--- config.mk ---
export PLATFORM = sky130hd
export DESIGN_NAME = adc_trig_router
export DESIGN_NICKNAME = d
export VERILOG_FILES = /design/src/rtl/adc_trig_pkg.sv /design/src/rtl/evt_vector_pack.sv /design/src/rtl/trig_src_select.sv /design/src/rtl/trig_delay_line.sv /design/src/rtl/adc_trig_router.sv
export SDC_FILE = /design/constraint.sdc
export NUM_CORES = 1
export LEC_CHECK = 0
export BUFFER_PORTS_ARGS = -buffer_cell sky130_fd_sc_hd__buf_2
export CORE_MARGIN = 2
export CORE_UTILIZATION = 36
export CTS_BUF_LIST = sky130_fd_sc_hd__clkbuf_4 sky130_fd_sc_hd__clkbuf_8
export CTS_CLUSTER_SIZE = 25
export DETAILED_ROUTE_END_ITERATION = 8
export HOLD_SLACK_MARGIN = 0.15
export MAX_ROUTING_LAYER = met4
export SYNTH_ARGS = -nofsm -noshare
export SYNTH_HDL_FRONTEND = slang
export SYNTH_HIERARCHICAL = 1
export SYNTH_SLANG_ARGS = --single-unit
--- constraint.sdc ---
create_clock -name clk -period 4.1 [get_ports clk]
set_input_delay 1.23 -clock clk [delete_from_list [all_inputs] [get_ports clk]]
set_output_delay 1.23 -clock clk [all_outputs]
set_load 0.03 [all_outputs]
--- src/rtl/adc_trig_pkg.sv ---
package adc_trig_pkg;

  localparam int EVT_N = 5;
  localparam int SEL_W = 3;

  // event vector bit positions (also interrupt line order)
  localparam int EV_P2_MIN = 0;
  localparam int EV_P2_MAX = 1;
  localparam int EV_P3_MIN = 2;
  localparam int EV_P3_MAX = 3;
  localparam int EV_DM     = 4;

  typedef enum logic [SEL_W-1:0] {
    SRC_2L_BOTH = 3'd0,
    SRC_2L_MIN  = 3'd1,
    SRC_2L_MAX  = 3'd2,
    SRC_3L_BOTH = 3'd3,
    SRC_3L_MIN  = 3'd4,
    SRC_3L_MAX  = 3'd5,
    SRC_DM      = 3'd6,
    SRC_NONE    = 3'd7
  } src_e;

  function automatic logic [EVT_N-1:0] src_mask(input logic [SEL_W-1:0] code);
    logic [EVT_N-1:0] m;
    m = '0;
    case (src_e'(code))
      SRC_2L_BOTH: begin m[EV_P2_MIN] = 1'b1; m[EV_P2_MAX] = 1'b1; end
      SRC_2L_MIN:  m[EV_P2_MIN] = 1'b1;
      SRC_2L_MAX:  m[EV_P2_MAX] = 1'b1;
      SRC_3L_BOTH: begin m[EV_P3_MIN] = 1'b1; m[EV_P3_MAX] = 1'b1; end
      SRC_3L_MIN:  m[EV_P3_MIN] = 1'b1;
      SRC_3L_MAX:  m[EV_P3_MAX] = 1'b1;
      SRC_DM:      m[EV_DM] = 1'b1;
      default:     m = '0;
    endcase
    return m;
  endfunction

endpackage

--- src/rtl/evt_vector_pack.sv ---
module evt_vector_pack #(
  parameter int N = 5
) (
  input  logic         clk,
  input  logic         rst,
  input  logic [N-1:0] evt_i,
  output logic [N-1:0] vec_o
);

  for (genvar i = 0; i < N; i++) begin : g_bit
    always_ff @(posedge clk) begin
      if (rst) vec_o[i] <= 1'b0;
      else     vec_o[i] <= evt_i[i];
    end
  end

endmodule

--- src/rtl/trig_src_select.sv ---
module trig_src_select
  import adc_trig_pkg::*;
(
  input  logic [SEL_W-1:0] code_i,
  input  logic [EVT_N-1:0] evt_i,
  input  logic             dbg_i,
  output logic             hit_o
);

  logic [EVT_N-1:0] mask;

  always_comb begin
    mask  = src_mask(code_i);
    hit_o = (|(mask & evt_i)) | dbg_i;
  end

endmodule

--- src/rtl/trig_delay_line.sv ---
module trig_delay_line #(
  parameter int W = 16
) (
  input  logic         clk,
  input  logic         rst,
  input  logic         hit_i,
  input  logic [W-1:0] dly_i,
  output logic         fire_o,
  output logic         busy_o,
  output logic [W-1:0] cnt_o
);

  localparam logic [W-1:0] ONE = W'(1);

  always_ff @(posedge clk) begin
    if (rst) begin
      fire_o <= 1'b0;
      busy_o <= 1'b0;
      cnt_o  <= '0;
    end else begin
      fire_o <= 1'b0;
      if (hit_i) begin
        if (dly_i == '0) begin
          fire_o <= 1'b1;
          busy_o <= 1'b0;
          cnt_o  <= '0;
        end else begin
          busy_o <= 1'b1;
          cnt_o  <= dly_i;
        end
      end else if (busy_o) begin
        if (cnt_o == ONE) begin
          fire_o <= 1'b1;
          busy_o <= 1'b0;
          cnt_o  <= '0;
        end else begin
          cnt_o <= cnt_o - ONE;
        end
      end
    end
  end

endmodule

--- src/rtl/adc_trig_router.sv ---
module adc_trig_router
  import adc_trig_pkg::*;
#(
  parameter int DLY_W = 16
) (
  input  logic             clk,
  input  logic             rst,
  input  logic             pwm2_min_i,
  input  logic             pwm2_max_i,
  input  logic             pwm3_min_i,
  input  logic             pwm3_max_i,
  input  logic             dm_done_i,
  input  logic             dbg_fire_i,
  input  logic [SEL_W-1:0] src_sel_i,
  input  logic [DLY_W-1:0] dly_cyc_i,
  output logic [EVT_N-1:0] irq_vec_o,
  output logic             adc_start_o
);

  logic [EVT_N-1:0] evt_w;
  logic [SEL_W-1:0] sel_hold, sel_eff;
  logic [DLY_W-1:0] dly_hold, dly_eff;
  logic             hit_w, busy_w;
  logic [DLY_W-1:0] cnt_w;

  always_comb begin
    evt_w            = '0;
    evt_w[EV_P2_MIN] = pwm2_min_i;
    evt_w[EV_P2_MAX] = pwm2_max_i;
    evt_w[EV_P3_MIN] = pwm3_min_i;
    evt_w[EV_P3_MAX] = pwm3_max_i;
    evt_w[EV_DM]     = dm_done_i;
  end

  // configuration is captured on every idle cycle and frozen during a countdown
  always_ff @(posedge clk) begin
    if (rst) begin
      sel_hold <= SRC_NONE;
      dly_hold <= '0;
    end else if (!busy_w) begin
      sel_hold <= src_sel_i;
      dly_hold <= dly_cyc_i;
    end
  end

  always_comb begin
    sel_eff = busy_w ? sel_hold : src_sel_i;
    dly_eff = busy_w ? dly_hold : dly_cyc_i;
  end

  evt_vector_pack #(.N(EVT_N)) u_pack (
    .clk   (clk),
    .rst   (rst),
    .evt_i (evt_w),
    .vec_o (irq_vec_o)
  );

  trig_src_select u_sel (
    .code_i (sel_eff),
    .evt_i  (evt_w),
    .dbg_i  (dbg_fire_i),
    .hit_o  (hit_w)
  );

  trig_delay_line #(.W(DLY_W)) u_dly (
    .clk    (clk),
    .rst    (rst),
    .hit_i  (hit_w),
    .dly_i  (dly_eff),
    .fire_o (adc_start_o),
    .busy_o (busy_w),
    .cnt_o  (cnt_w)
  );

endmodule

# --- After elaboration in Yosys (flattened, before gate mapping) ---
# Index checks and enable logic that the tools add are counted.
# W data, S select, Z words.
totals:
  input_bits: 27
  out_inout_bits: 6
  elab_cells: 47
  regBits: 42
classes:
  muxes: 19
  bitwise: 2
  reduce_logical: 8
  addsub: 1
  n_eq_ne: 7
op_table:
  columns: ["operator", "count"]
  rows:
  - ["$mux W16", 5]
  - ["$eq A16 B1 Y1 const B", 1]
  - ["$logic_not A16 Y1", 1]
  - ["$sub A16 B1 Y16 const B", 1]
  - ["$mux W1", 13]
  - ["$eq A3 B3 Y1 const B", 3]
  - ["$reduce_or A2 Y1", 4]
  - ["$eq A3 B2 Y1 const B", 2]
  - ["$and A5 B5 Y5", 1]
  - ["$reduce_or A5 Y1", 1]
  - ["$eq A3 B1 Y1 const B", 1]
  - ["$logic_not A3 Y1", 1]
  - ["$mux W3", 1]
  - ["$reduce_bool A2 Y1", 1]
  - ["$or A1 B1 Y1", 1]

# --- Longest topological paths before layout ---
depth:
  depth_word: 8
  depth_mapped: 11
  depth_no_buf: 9

# --- Cells and area by module ---
# Netlist, hierarchy kept.
modules_own_cells:
  columns: ["module", "instances", "seq_area_each_um2", "cells_each", "area_each_um2"]
  rows:
  - ["trig_delay_line", 1, 360.3, 145, 1128.6]
  - ["adc_trig_router", 1, 380.4, 60, 830.8]
  - ["evt_vector_pack", 1, 100.1, 10, 131.4]
  - ["trig_src_select", 1, 0.0, 10, 71.3]

# --- Worst setup path before layout ---
# No wires, ideal clock.
synth_path:
  path_type: "input -> register"
  startpoint: "input port src_sel_i[0]"
  endpoint: "register u_dly.cnt_o[9]"
  setup_ps: 132
  arrival_time_ps: 2871
  required_ps: 3968
  path_stages: 9
  path_buffers: 2
  path_slack_ps: 1097
  path_cell_list: "mux2_2 -> nor2b_1 -> nor3_2 -> o221ai_1 -> clkbuf_1 -> clkbuf_1 -> mux2_2 -> nand2_1 -> a21oi_1"
synth_via:
  elab_chain_cells: 8
  word_cells_on_any_way: 22
  classes_between: "eq/ne (6); mux (7); bitwise (2); reduce/logical (7)"
synth_lines:
  columns: ["element", "line_no", "source"]
  rows:
  - ["start, declared", "adc_trig_router.sv:14", "input logic [SEL_W-1:0] src_sel_i,"]
  - ["$mux W3 (*)", null, null]
  - ["$eq A3 B1 Y1 (tied with other cells)", "adc_trig_pkg.sv:27", "case (src_e'(code))"]
  - ["$reduce_or A2 Y1 (no line)", null, null]
  - ["$mux W1", "adc_trig_pkg.sv:27", null]
  - ["$and A5 B5 Y5 (*)", "trig_src_select.sv:14", "hit_o = (|(mask & evt_i)) | dbg_i;"]
  - ["$reduce_or A5 Y1 (*)", "trig_src_select.sv:14", null]
  - ["$or A1 B1 Y1 (*)", "trig_src_select.sv:14", null]
  - ["net hit_w", "adc_trig_router.sv:23", "logic hit_w, busy_w;"]
  - ["$mux W16 or $reduce_bool A2 Y1 (tied branches)", null, null]
  - ["end signal, assigned", "trig_delay_line.sv:29", "cnt_o <= dly_i;"]
  - ["end signal, assigned", "trig_delay_line.sv:37", "cnt_o <= cnt_o - ONE;"]
  - ["end, declared", "trig_delay_line.sv:10", "output logic [W-1:0] cnt_o"]
# The timed path passes the listed nets; every way through them passes the cells marked *.
# A chain may end at the register's enable or synchronous reset.

# --- Worst setup path in the final report ---
layout_path:
  startpoint: "input port src_sel_i[0]"
  endpoint: "register u_dly.cnt_o[3]"
layout_via:
  elab_chain_cells: 8
  word_cells_on_any_way: 22
  classes_between: "eq/ne (6); mux (7); bitwise (2); reduce/logical (7)"
layout_lines:
  columns: ["element", "line_no", "source"]
  rows:
  - ["$mux W3 (*)", null, null]
  - ["net sel_eff[0]", "adc_trig_router.sv:21", "logic [SEL_W-1:0] sel_hold, sel_eff;"]
  - ["$eq A3 B1 Y1 (tied with other cells)", "adc_trig_pkg.sv:27", null]
  - ["$reduce_or A2 Y1 (no line)", null, null]
  - ["$mux W1", "adc_trig_pkg.sv:27", null]
  - ["$and A5 B5 Y5 (*)", "trig_src_select.sv:14", null]
  - ["$reduce_or A5 Y1 (*)", "trig_src_select.sv:14", null]
  - ["$or A1 B1 Y1 (*)", "trig_src_select.sv:14", null]
  - ["net hit_w", "adc_trig_router.sv:23", null]
  - ["$mux W16 or $reduce_bool A2 Y1 (tied branches)", null, null]
# Marked as above.

==> summary.md <==
| Metric | Value |
|---|---|
| Status | `complete, no violations` |
| Die width | `81.50 um` |
| Worst slew pin tran | `964.3 ps` |
| # rows | `28` |
| Worst R2R Path Depth | `9` |
| Layout cells sized above 1 | `0.2992` |
| Critical Path Start Type | `input pin` |
| Highest-count cells in the layout ignoring fill and taps | `dfxtp_1 (42), buf_2 (32), nor2b_1 (19)` |
| Vias | `1719` |
| Synthesized Nets | `254` |
| Leading cell type in the layout, fill and taps excluded | `dfxtp_1` |
| Detailed placement HPWL | `3418 um` |
| #FFs+latches synth | `42` |
| Filler cells | `594` |
| Antenna viol nets, final | `0` |
| Total grt overflow | `0` |
| Finished Cell Area | `2450 um^2` |
| Peak supply drop | `169.7 uV` |
| Hold crit path type | `reg2reg` |
| Synthesized area per cell | `9.609 um^2` |
| Static Leak | `0.001011 uW` |
| GP Congestion | `0.8584` |
| Async S/R FF share, synth | `0` |
| Worst Setup Path Type | `in2reg` |
| Req. time, crit path | `4250 ps` |
| Worst-path cell chain | `buf_2 > mux2_2 > nor2b_1 > nor3_2 > o221ai_2 > buf_4 > nor2_1 > buf_4 > a221oi_1 > nor3_1` |
| Register area | `840.8 um^2` |
| Drt drc | `0` |
| Worst reg2reg startpoint | `u_dly/busy_o` |
| Post-cts resize count | `0` |
| Hold Path End | `u_dly/cnt_o[12]` |
| Worst Skew | `7.777 ps` |
| Synth-to-layout area growth | `13.31%` |
| Number of global-route vias before repair | `1579` |
| Fin crit share | `0.7607` |
| Final #Nets | `282` |
| Reg clk slew, reported paths | `80 ps` |
| Die H | `81.50 um` |
| GRT Overall Usage | `0.1616` |
| Max Slew Vio Count | `0` |
| Fmax | `320.6 MHz` |
| Mapped Cells | `225` |
| Final setup violation count | `0` |
| Die ar. | `6641 um^2` |
| Dpl cell area | `2360 um^2` |
| Final hold vios | `0` |
| Number of buffers created by CTS | `5` |
| R2r endpoint | `u_dly/cnt_o[3]` |
| Minimum clock period | `3119 ps` |
| EDFF count, synth | `0` |
| Crit path max-delay cell type | `o221ai_2` |
| TritonCTS clock tree | `done` |
| Initial Utilization | `0.3695` |
| Hold Path Stages | `2` |
| Pwr Total | `1150 uW` |
| Unrepaired setup endpoints after global routing | `false` |
| Worst setup margin | `981.2 ps` |
| H-tree depth | `2` |
| Mean number of vias per cell | `5.225` |
| Crit path top cell by count | `buf_4` |
| Rel. slew slack | `0.3572` |
| Final TNS setup | `0 ps` |
| # diodes | `0` |
| Cts hold-fix bufs | `0` |
| Clock Root Buffer | `clkbuf_8` |
| Largest net degree at the start of global routing | `45` |
| Slowest cell delay on critical path | `460 ps` |
| Netlist Area Pre-Place | `2162 um^2` |
| Maxcap violations | `0` |
| IO buf count | `32` |
| HP Start | `u_dly/cnt_o[12]` |
| Place WS | `679.4 ps` |
| TritonCTS Sinks | `42` |
| Setup Fix Bufs, Post-CTS | `0` |
| CP Max Fanout | `15` |
| Synth cell types | `53` |
| Area occupied by multi-input gates | `1227 um^2` |
| Yosys warnings | `6` |
| First-pass GRT wire length | `7955 um` |
| Detailed-route wire length per cell | `14.77 um` |
| TritonRoute pass-1 iters | `4` |
| Clock latency on the worst-skew pair | `290 ps` |
| Final WL | `4859 um` |
| Main flop type after synthesis | `dfxtp_1` |
| Io pins | `33` |
| Layout Utilization | `0.4187` |
| Worst Setup End Kind | `flop` |
| Reg2Reg Setup Slack | `1500 ps` |
| Core Area | `5851 um^2` |
| Number of buffers on the longest clock path | `2` |
| Cell Pwr Density | `469.3 nW/um^2` |
| Initial antenna violation count | `0` |
| WP data arrival | `3260 ps` |
| Starting DRT DRC Count | `171` |
| Seq/Total Area, Yosys | `0.3889` |
[synthesized netlist by cell type (all sizes together) (2+ instances only)]
master	number	share of area
dfxtp	42	0.39
nor2b	24	0.087
mux2	20	0.12
nor2	18	0.031
nand2	13	0.023
nor3	13	0.035
a21oi	10	0.025
clkbuf	9	0.016
a221oi	8	0.035
nor4	7	0.020
buf	5	0.024
mux2i	5	0.023
or2	4	0.012
inv	3	0.0052
nand3	3	0.0069
or3	3	0.0087
xor2	3	0.012
a211oi	2	0.0069
and3	2	0.0058
ha	2	0.012
nand4	2	0.0058
nor3b	2	0.0069
o211ai	2	0.0069
o21ai	2	0.0046
o31ai	2	0.0069
or3b	2	0.0081
[worst max path at each step]
stage	startpoint	to	slack (ps)
2_1_floorplan	src_sel_i[0]	u_dly/cnt_o[9]	1100
3_3_place_gp	src_sel_i[0]	u_dly/busy_o	710
3_5_place_dp	src_sel_i[0]	u_dly/cnt_o[3]	680
5_1_grt	src_sel_i[0]	u_dly/cnt_o[1]	820
6_report	src_sel_i[0]	u_dly/cnt_o[3]	980
4_1_cts	src_sel_i[0]	u_dly/cnt_o[3]	1000
[sequential cells by signal (all words and copies together), names as in the netlist]
signal and cells:
dly_hold 16, u_dly/cnt_o 16, u_pack/vec_o 5, sel_hold 3
u_dly/busy_o 1, u_dly/fire_o 1
[per-stage QoR]
stage / hold slack, ps / instances
2_1_floorplan: 483.3 / 225
3_3_place_gp: 500.9 / 321
3_5_place_dp: 510.7 / 321
4_1_cts: 522.4 / 329
5_1_grt: 568.2 / 329
6_report: 523.7 / 329
[metal layers]
| metal | wire length [um] | global-route usage | part of all wire | up-vias |
|---|---|---|---|---|
| met2 | 2141 | 0.2287 | 0.44 | 43 |
| met1 | 2422 | 0.2237 | 0.50 | 808 |
| met4 | 59 | 0.06271 | 0.012 | 0 |
| met5 | 0 | - | 0 | - |
| met3 | 235 | 0.03516 | 0.048 | 4 |
| li1 | - | - | - | 864 |
[cell families (layout without fill, tap and decap cells)]
family,after synthesis,count (layout),share of synthesized area
AO/OA/AOI/OAI,36,36,0.1238
XOR/XNOR,4,4,0.01621
AND/OR/NAND/NOR,98,98,0.2685
multiplexers,25,25,0.1447
flip-flops,42,42,0.3889
adder cells (fa/ha/maj),2,2,0.01157
buffers and inverters,18,47,0.04629
[report_power, final]
part           internal [uW]  switching (uW)
clock                    120             148
combinational            175             208
sequential               458            39.6
total                    753             396
[cell type report]
class                           instances  share of cell area
Multi-Input combinational cell        165              0.5010
Sequential cell                        42              0.3432
Timing Repair Buffer                   35             0.07457
Tap cell                               75             0.03830
Clock buffer                            5             0.02809
Clock inverter                          3            0.008682
Inverter                                4            0.006129
[critical path, delay by kind of cell]
kind	cells	cell delay [ps]
AO/OA/AOI/OAI	2	700
buffers and inverters	3	590
multiplexers	1	300
AND/OR/NAND/NOR	4	430
No activity file was read; power rests on OpenSTA's default activity.
